### src/rtl/ee_wr_pkg.sv
// Package: shared constants and the command state type of the EEPROM
// write front end. Assumes a 4-bit device code and 8-bit bus bytes.
package ee_wr_pkg;

    localparam int BYTE_W    = 8;
    localparam int BIT_CNT_W = $clog2(BYTE_W);

    // Command progress through a write transfer.
    typedef enum logic [2:0] {
        ST_IDLE = 3'd0,
        ST_CTRL = 3'd1,
        ST_AHI  = 3'd2,
        ST_ALO  = 3'd3,
        ST_DATA = 3'd4
    } ee_state_t;

    // Bit engine phase within one byte frame.
    typedef enum logic [1:0] {
        PH_BITS = 2'd0,
        PH_WAIT = 2'd1,
        PH_ACK  = 2'd2
    } ee_phase_t;

endpackage

### src/rtl/ee_line_sync.sv
// Module: brings the two bus lines into the clock domain and derives
// clock edges plus START and STOP pulses. Assumes bus lines idle high
// and stay stable for several system clocks around each change.
module ee_line_sync #(
    parameter int STAGES = 2
) (
    input  logic clk,
    input  logic rst_n,
    input  logic scl_i,
    input  logic sda_i,
    output logic scl_s,
    output logic sda_s,
    output logic scl_rise,
    output logic scl_fall,
    output logic start_p,
    output logic stop_p
);

    localparam int LINES = 2;

    logic [LINES-1:0] raw;
    logic [LINES-1:0] synced;
    logic [LINES-1:0] prev;

    assign raw = {sda_i, scl_i};

    genvar g;
    generate
        for (g = 0; g < LINES; g++) begin : g_line
            logic [STAGES-1:0] chain;
            // Synchroniser chain for one bus line, idle level high.
            always_ff @(posedge clk) begin
                if (!rst_n) chain <= '1;
                else        chain <= {chain[STAGES-2:0], raw[g]};
            end
            assign synced[g] = chain[STAGES-1];
        end
    endgenerate

    // Previous synchronised level for edge detection.
    always_ff @(posedge clk) begin
        if (!rst_n) prev <= '1;
        else        prev <= synced;
    end

    assign scl_s    = synced[0];
    assign sda_s    = synced[1];
    assign scl_rise = synced[0] & ~prev[0];
    assign scl_fall = ~synced[0] & prev[0];
    assign start_p  = synced[0] & prev[0] & prev[1] & ~synced[1];
    assign stop_p   = synced[0] & prev[0] & ~prev[1] & synced[1];

endmodule

### src/rtl/ee_bit_shift.sv
// Module: per-byte bit engine. It counts eight rising clock edges,
// shifts data MSB first, and drives the acknowledge slot when asked.
// Assumes the decoder presents its acknowledge decision in the same
// cycle as byte_done.
module ee_bit_shift
    import ee_wr_pkg::*;
(
    input  logic              clk,
    input  logic              rst_n,
    input  logic              scl_rise,
    input  logic              scl_fall,
    input  logic              sda_s,
    input  logic              start_p,
    input  logic              stop_p,
    input  logic              ack_now,
    output logic              byte_done,
    output logic [BYTE_W-1:0] byte_nx,
    output logic              ack_pend,
    output logic              sda_oe
);

    localparam logic [BIT_CNT_W-1:0] LAST_BIT = BIT_CNT_W'(BYTE_W - 1);

    logic [BYTE_W-1:0]    shreg;
    logic [BIT_CNT_W-1:0] cnt;
    ee_phase_t            phase;

    assign byte_nx   = {shreg[BYTE_W-2:0], sda_s};
    assign byte_done = scl_rise && (phase == PH_BITS) && (cnt == LAST_BIT);

    // Bit counting, shifting and acknowledge slot sequencing.
    always_ff @(posedge clk) begin
        if (!rst_n) begin
            shreg    <= '0;
            cnt      <= '0;
            phase    <= PH_BITS;
            ack_pend <= 1'b0;
            sda_oe   <= 1'b0;
        end else if (start_p || stop_p) begin
            cnt      <= '0;
            phase    <= PH_BITS;
            ack_pend <= 1'b0;
            sda_oe   <= 1'b0;
        end else begin
            case (phase)
                PH_BITS: begin
                    if (scl_rise) begin
                        shreg <= byte_nx;
                        if (cnt == LAST_BIT) begin
                            cnt      <= '0;
                            phase    <= PH_WAIT;
                            ack_pend <= ack_now;
                        end else begin
                            cnt <= cnt + 1'b1;
                        end
                    end
                end
                PH_WAIT: begin
                    if (scl_fall) begin
                        sda_oe <= ack_pend;
                        phase  <= PH_ACK;
                    end
                end
                PH_ACK: begin
                    if (scl_fall) begin
                        sda_oe   <= 1'b0;
                        ack_pend <= 1'b0;
                        phase    <= PH_BITS;
                    end
                end
                default: phase <= PH_BITS;
            endcase
        end
    end

endmodule

### src/rtl/ee_cmd_decode.sv
// Module: command decoder. It checks the control byte, gathers the
// two address bytes, and emits events for the write engine. Assumes
// byte_done is one cycle wide and that byte_nx is valid with it.
module ee_cmd_decode
    import ee_wr_pkg::*;
#(
    parameter logic [3:0] DEV_CODE = 4'b1010,
    parameter int         SEL_W    = 3,
    parameter int         ADDR_W   = 13
) (
    input  logic              clk,
    input  logic              rst_n,
    input  logic              start_p,
    input  logic              stop_p,
    input  logic              byte_done,
    input  logic [BYTE_W-1:0] byte_nx,
    input  logic [SEL_W-1:0]  sel_i,
    input  logic              busy_i,
    output logic              ack_now,
    output ee_state_t         state,
    output logic              addr_load_o,
    output logic [ADDR_W-1:0] addr_o,
    output logic              data_valid_o,
    output logic [BYTE_W-1:0] data_o,
    output logic              stop_o
);

    localparam int HI_KEEP = ADDR_W - BYTE_W;

    logic              ctrl_ok;
    logic [HI_KEEP-1:0] hi_q;

    assign ctrl_ok = (byte_nx[BYTE_W-1 -: 4] == DEV_CODE)
                  && (byte_nx[SEL_W:1] == sel_i)
                  && (byte_nx[0] == 1'b0);

    // Acknowledge decision for the byte completing this cycle.
    always_comb begin
        ack_now = 1'b0;
        if (byte_done && !busy_i) begin
            case (state)
                ST_CTRL:                  ack_now = ctrl_ok;
                ST_AHI, ST_ALO, ST_DATA:  ack_now = 1'b1;
                default:                  ack_now = 1'b0;
            endcase
        end
    end

    // Command state and downstream event generation.
    always_ff @(posedge clk) begin
        if (!rst_n) begin
            state        <= ST_IDLE;
            hi_q         <= '0;
            addr_load_o  <= 1'b0;
            addr_o       <= '0;
            data_valid_o <= 1'b0;
            data_o       <= '0;
            stop_o       <= 1'b0;
        end else begin
            addr_load_o  <= 1'b0;
            data_valid_o <= 1'b0;
            stop_o       <= 1'b0;
            if (start_p) begin
                state <= ST_CTRL;
            end else if (stop_p) begin
                stop_o <= (state == ST_AHI) || (state == ST_ALO) || (state == ST_DATA);
                state  <= ST_IDLE;
            end else if (byte_done) begin
                if (!ack_now) begin
                    state <= ST_IDLE;
                end else begin
                    case (state)
                        ST_CTRL: state <= ST_AHI;
                        ST_AHI: begin
                            hi_q  <= byte_nx[HI_KEEP-1:0];
                            state <= ST_ALO;
                        end
                        ST_ALO: begin
                            addr_o      <= {hi_q, byte_nx};
                            addr_load_o <= 1'b1;
                            state       <= ST_DATA;
                        end
                        ST_DATA: begin
                            data_o       <= byte_nx;
                            data_valid_o <= 1'b1;
                        end
                        default: state <= ST_IDLE;
                    endcase
                end
            end
        end
    end

endmodule

### src/rtl/ee_wr_front.sv
// Module: top of the EEPROM write front end. It joins the line
// synchroniser, the bit engine and the command decoder. Assumes the
// bus is slow relative to clk (several clocks per bus phase).
module ee_wr_front
    import ee_wr_pkg::*;
#(
    parameter logic [3:0] DEV_CODE    = 4'b1010,
    parameter int         SEL_W       = 3,
    parameter int         ADDR_W      = 13,
    parameter int         SYNC_STAGES = 2
) (
    input  logic              clk,
    input  logic              rst_n,
    input  logic              scl_i,
    input  logic              sda_i,
    input  logic [SEL_W-1:0]  sel_i,
    input  logic              busy_i,
    output logic              sda_oe_o,
    output logic              addr_load_o,
    output logic [ADDR_W-1:0] addr_o,
    output logic              data_valid_o,
    output logic [BYTE_W-1:0] data_o,
    output logic              stop_o
);

    logic              scl_s;
    logic              sda_s;
    logic              scl_rise;
    logic              scl_fall;
    logic              start_p;
    logic              stop_p;
    logic              byte_done;
    logic [BYTE_W-1:0] byte_nx;
    logic              ack_now;
    logic              ack_pend;
    ee_state_t         state;

    ee_line_sync #(.STAGES(SYNC_STAGES)) u_sync (
        .clk      (clk),
        .rst_n    (rst_n),
        .scl_i    (scl_i),
        .sda_i    (sda_i),
        .scl_s    (scl_s),
        .sda_s    (sda_s),
        .scl_rise (scl_rise),
        .scl_fall (scl_fall),
        .start_p  (start_p),
        .stop_p   (stop_p)
    );

    ee_bit_shift u_shift (
        .clk       (clk),
        .rst_n     (rst_n),
        .scl_rise  (scl_rise),
        .scl_fall  (scl_fall),
        .sda_s     (sda_s),
        .start_p   (start_p),
        .stop_p    (stop_p),
        .ack_now   (ack_now),
        .byte_done (byte_done),
        .byte_nx   (byte_nx),
        .ack_pend  (ack_pend),
        .sda_oe    (sda_oe_o)
    );

    ee_cmd_decode #(
        .DEV_CODE (DEV_CODE),
        .SEL_W    (SEL_W),
        .ADDR_W   (ADDR_W)
    ) u_dec (
        .clk          (clk),
        .rst_n        (rst_n),
        .start_p      (start_p),
        .stop_p       (stop_p),
        .byte_done    (byte_done),
        .byte_nx      (byte_nx),
        .sel_i        (sel_i),
        .busy_i       (busy_i),
        .ack_now      (ack_now),
        .state        (state),
        .addr_load_o  (addr_load_o),
        .addr_o       (addr_o),
        .data_valid_o (data_valid_o),
        .data_o       (data_o),
        .stop_o       (stop_o)
    );

endmodule

### config.mk
export PLATFORM = sky130hd
export DESIGN_NAME = ee_wr_front
export DESIGN_NICKNAME = d
export VERILOG_FILES = /design/src/rtl/ee_wr_pkg.sv /design/src/rtl/ee_line_sync.sv /design/src/rtl/ee_bit_shift.sv /design/src/rtl/ee_cmd_decode.sv /design/src/rtl/ee_wr_front.sv
export SDC_FILE = /design/constraint.sdc
export NUM_CORES = 1
export LEC_CHECK = 0
export BUFFER_PORTS_ARGS = -buffer_cell sky130_fd_sc_hd__buf_2
export CAP_MARGIN = 20
export CORE_UTILIZATION = 55
export CTS_BUF_LIST = sky130_fd_sc_hd__clkbuf_4 sky130_fd_sc_hd__clkbuf_8
export DETAILED_ROUTE_END_ITERATION = 16
export PLACE_DENSITY = 0.88
export SLEW_MARGIN = 20
export SYNTH_ARGS = -nofsm -noshare
export SYNTH_HDL_FRONTEND = slang
export SYNTH_SLANG_ARGS = --single-unit
### constraint.sdc
create_clock -name clk -period 6.32 [get_ports clk]
set_input_delay 1.264 -clock clk [delete_from_list [all_inputs] [get_ports clk]]
set_output_delay 1.264 -clock clk [all_outputs]
set_load 0.05 [all_outputs]
; After elaboration in Yosys (flattened, before gate mapping)
; Index checks and enable logic that the tools add are counted.
[word_totals]
word_cells = 98
ram_bits = 0
reg_bits = 52
memories = 0
romBits = 0
input_bits = 8
out_inout_bits = 25
latch_bits = 0
[op_classes]
n_addsub = 1
muxes = 21
reduce_logical = 28
n_eq_ne = 15
div_mod_pow = 0
n_lt_le_gt_ge = 0
shifts = 0
bitwise_logic = 17
mul = 0
[op_table]
columns = cell, count
row1 = $reduce_and 5->1, 3
row2 = $pmux 3 s4, 1
row3 = $mux 1, 10
row4 = $not 1->1, 10
row5 = $reduce_or 3->1, 3
row6 = $mux 2, 4
row7 = $ne 2x2->1 const B, 4
row8 = $reduce_and 4->1, 2
row9 = $and 1x1->1, 7
row10 = $eq 3x2->1 const B, 2
row11 = $eq 3x3->1 const B, 2
row12 = $mux 3, 2
row13 = $pmux 1 s2, 3
row14 = $pmux 2 s3, 1
row15 = $reduce_and 2->1, 3
row16 = $reduce_and 3->1, 2
row17 = $logic_and 1x1->1, 5
row18 = $reduce_or 5->1, 1
row19 = $eq 4x4->1 const B, 1
row20 = $ne 4x4->1 const B, 1
row21 = $reduce_bool 2->1, 2
row22 = $add 3x1->3 const B, 1
row23 = $eq 3x1->1 const B, 1
row24 = $eq 3x3->1, 1
row25 = 8 further kinds, 10

; Depth between registers and ports, before layout
[logic_depth]
depth_word = 10
ltp_mapped = 7
ltp_nobuf = 6

; Cells and area by module
; Synthesis repeated with hierarchy kept, for this count alone.
[unflattened]
cells_unflattened = 207
area_unflattened_um2 = 2095.8
[modules_own_cells]
columns = module, seq_area_each_um2, cells_each, area_per_inst_um2, instances
row1 = ee_cmd_decode, 640.6, 129, 1278.7, 1
row2 = ee_bit_shift, 280.3, 62, 626.9, 1
row3 = ee_line_sync, 120.1, 16, 190.2, 1

; Worst setup path before layout
; OpenSTA, ideal clock, no wires.
[synth_path]
kind = in2reg
start = input busy_i
end = register u_dec.addr_o[10]
slack_ns = 3.800
setup_time_ns = 0.128
arrival_time_ns = 2.392
t_required_ns = 6.192
n_path_buf = 1
path_stages = 5
cell_sequence = nor4bb_1 nand3_1 clkbuf_1 mux2i_1 nor2_1
[synth_between]
elab_chain_len = 4
[synth_rtl]
columns = item, line_no
row1 = start: declaration, ee_wr_front.sv:17  ; input logic busy_i,
row2 = $logic_not 1->1, ee_cmd_decode.sv:40  ; if (byte_done && !busy_i) begin
row3 = $logic_and 1x1->1, ee_cmd_decode.sv:40
row4 = $mux 1, ee_cmd_decode.sv:40
row5 = $reduce_and 5->1 (no line), n/a
row6 = end signal: assignment, ee_cmd_decode.sv:79  ; addr_o <= {hi_q, byte_nx};
row7 = end: declaration, ee_cmd_decode.sv:22  ; output logic [ADDR_W-1:0] addr_o,
; No other way between the ends.
; A chain may end at the register's enable or synchronous reset.

; Worst setup path after layout
[layout_path]
start = input busy_i
end = register u_dec.addr_o[9]
; The elaborated chain is that of the path after synthesis.

==> flow_summary.json <==
{
  "path_clk_slew_ns": 0.09,
  "post_synth_main_area_contributors": "sky130_fd_sc_hd__dfxtp_1, sky130_fd_sc_hd__mux2i_1, sky130_fd_sc_hd__nor2_1",
  "start_kind": "primary input",
  "power.density_cell_area_nw_per_um2": 247,
  "worst_path_slowest_cell": "sky130_fd_sc_hd__nand3_1",
  "synth_enable_flop_cells": 0,
  "critical_path_arrival_ns": 2.93,
  "cts_buffers": 5,
  "first_pass_iters": 4,
  "global_route.overflow_total": 0,
  "first_global_vias": 1485,
  "ys_types": 35,
  "cp_cell_sequence": "buf_2 > nor4bb_1 > nand3_1 > mux2i_1 > nor2_1",
  "synth_area_per_cell_sq_um": 9.39,
  "synth_top_cell_by_area": "sky130_fd_sc_hd__dfxtp_1",
  "cts-htree-levels": 2,
  "crit_path_end_kind": "flop",
  "yosys_warnings": 0,
  "critical_path_required_ns": 6.51,
  "pin_count_of_the_biggest_net_entering_global_routing": 37,
  "synth_fp_nets": 229,
  "maxSlewHeadroom_pct": 39.1,
  "post-cts-setup-buffer-count": 0,
  "detail_route.iter0.violations": 95,
  "post_cts_resized": 0,
  "cap_viol_max_count": 0,
  "slowest_delay_ns": 0.70,
  "power_leakage_nw": 1.12,
  "fillerInstances": 284,
  "gr-usage-all-layers_pct": 21.9,
  "placeable_core_area_sq_um": 3470,
  "fmaxAchievable_mhz": 364,
  "grt_antenna_before_repair": 0,
  "final.min_clock_period_ns": 2.75,
  "cts.sink_count": 52,
  "worst_ir_drop_vdd_v": 0.000187,
  "postSynthRegisterBits": 52,
  "timing.critical_path.max_delay_family": "simple AND/OR/NAND/NOR gates",
  "synth_sequential_area_ratio_pct": 50.6,
  "nets": 256,
  "number_of_primary_i_o_pins": 33,
  "synth-async-reset-ratio_pct": 0,
  "area_growth_pct": 13.2,
  "die-area_sq_um": 3990,
  "die_w_microns": 63.2,
  "worst_pin_slew_ns": 0.907,
  "clockBufferDepth": 2,
  "finalHoldViolCount": 0,
  "multi_input_combinational_cell_area_sq_um": 928,
  "floorplan.initialDensity_pct": 59.3,
  "routed_wire_length_per_instance_microns": 13.0,
  "rsz0062_at_grt": "no",
  "post_synth_design_cell_area_sq_um": 2060,
  "slew_violations": 0,
  "die_h_microns": 63.2,
  "setup_viol_count_final": 0,
  "antenna_left": 0,
  "final_core_util_pct": 67.1,
  "clock-root-buffer": "sky130_fd_sc_hd__clkbuf_8",
  "min_path_type": "flop to flop",
  "post-route-period-util_pct": 43.5,
  "synth_commonest_cells": "sky130_fd_sc_hd__dfxtp_1, sky130_fd_sc_hd__nor2_1, sky130_fd_sc_hd__mux2i_1",
  "path_max_fanout": 15,
  "start_to_end_type_of_the_worst_setup_path": "primary input to flop",
  "ff_latch_area_sq_um": 1040,
  "route.detailed.drc": 0,
  "totalWireLength_mm": 3.81,
  "worst_clock_skew_ns": 0.00788,
  "floorplan.rows": 21,
  "cts_tree": "done",
  "synthDominantCellAreaShare_pct": 50.6,
  "diodes": 0,
  "sum_neg_setup_slack_ns": 0,
  "yosys.cell_count.top_type": "sky130_fd_sc_hd__dfxtp_1",
  "detailedPlacementHpwl_mm": 2.63,
  "routabilityCongestion": 0.888,
  "status": "finished, final reports clean",
  "cts_hold_fix_bufs": 0,
  "critical_path.n_buffers_inverters": 1,
  "avgViaCountPerCell": 5.32,
  "layout-drive-gt1-share_pct": 17.8,
  "worst_skew_pair.late_latency_ns": 0.31,
  "total_power_consumption_mw": 0.575,
  "vias": 1559,
  "grt_pass1_wl_mm": 6.67,
  "syn-instance-count": 219,
  "postSynth.topFlopCell": "sky130_fd_sc_hd__dfxtp_1",
  "io_buffers": 32
}
[flip-flops by register name (all words and copies together), names as in the netlist]
name	cells
u_dec.state	3
u_shift.cnt	3
u_dec.hi_q	5
u_dec.stop_o	1
u_sync.g_line.chain	4
u_shift.phase	2
u_sync.prev	2
u_shift.shreg	7
u_dec.data_valid_o	1
u_dec.addr_load_o	1
u_shift.sda_oe	1
u_shift.ack_pend	1
u_dec.addr_o	13
u_dec.data_o	8
[cells by family (layout without fill, tap and decap cells)]
group	Yosys count	after routing	synth area share, %
DFF	52	52	50.6
buffers and inverters	19	47	4.26
and+or+nand+nor	92	92	21.7
adders and majority gates	2	2	1.22
muxes	27	27	13.1
AOI/OAI and AO/OA	23	23	7.36
xor gates and xnor gates	4	4	1.70
[path summary, 6_finish.rpt]
path                                   from                        end  cells past startpoint  slack, ns
setup / recovery                     busy_i            u_dec.addr_o[9]                      5       3.57
hold / removal    u_sync.g_line[1].chain[0]  u_sync.g_line[1].chain[1]                      1       0.41
setup reg to reg             u_shift.cnt[0]            u_dec.addr_o[9]                      6       3.87
hold reg to reg   u_sync.g_line[1].chain[0]  u_sync.g_line[1].chain[1]                      1       0.41
[layer usage]
metal | wire, microns | track usage [%] | share of wire [%]
met5 | 0 | 0 | 0
met4 | 94 | 13.7 | 2.5
met3 | 153 | 4.35 | 4.0
met2 | 1750 | 33.3 | 46
met1 | 1810 | 28.3 | 48
[cell usage in the layout (no fill, tap or decap), types with 2 or more instances in the layout]
| cell type | instances |
|---|---|
| sky130_fd_sc_hd__nor4b_1 | 3 |
| sky130_fd_sc_hd__a31oi_1 | 2 |
| sky130_fd_sc_hd__ha_1 | 2 |
| sky130_fd_sc_hd__nand2b_1 | 6 |
| sky130_fd_sc_hd__mux2i_1 | 27 |
| sky130_fd_sc_hd__inv_1 | 5 |
| sky130_fd_sc_hd__nand3_1 | 3 |
| sky130_fd_sc_hd__buf_2 | 32 |
| sky130_fd_sc_hd__dfxtp_1 | 52 |
| sky130_fd_sc_hd__nor2b_1 | 3 |
| sky130_fd_sc_hd__xor2_1 | 4 |
| sky130_fd_sc_hd__nor2_1 | 37 |
| sky130_fd_sc_hd__nand2_1 | 24 |
| sky130_fd_sc_hd__clkbuf_8 | 5 |
| sky130_fd_sc_hd__nor3_1 | 5 |
| sky130_fd_sc_hd__a21oi_1 | 14 |
| sky130_fd_sc_hd__nand4_1 | 2 |
[final cells by class]
class,count,area share [%]
sequential,52,44.7
timing repair buffer,33,7.20
multi-input combinational,148,39.9
inverter,6,0.967
clock buffer,5,2.96
tap,46,2.47
clock inverter,3,1.83
[where the power goes]
part | switching [mW] | total [mW] | internal, mW
Combinational | 0.0118 | 0.0183 | 0.00651
Sequential | 0.00293 | 0.333 | 0.330
Clock | 0.107 | 0.224 | 0.117
[through the flow]
step                hold slack [ns]  setup WS, ns  cell area, sq um  instances
floorplan                     0.386          3.80              2060        219
global placement              0.390          3.34              2220        285
detailed placement            0.401          3.23              2220        285
CTS                           0.423          3.56              2330        293
global route                  0.432          3.43              2330        293
finish                        0.415          3.57              2330        293
No activity file was read; power rests on OpenSTA's default activity.
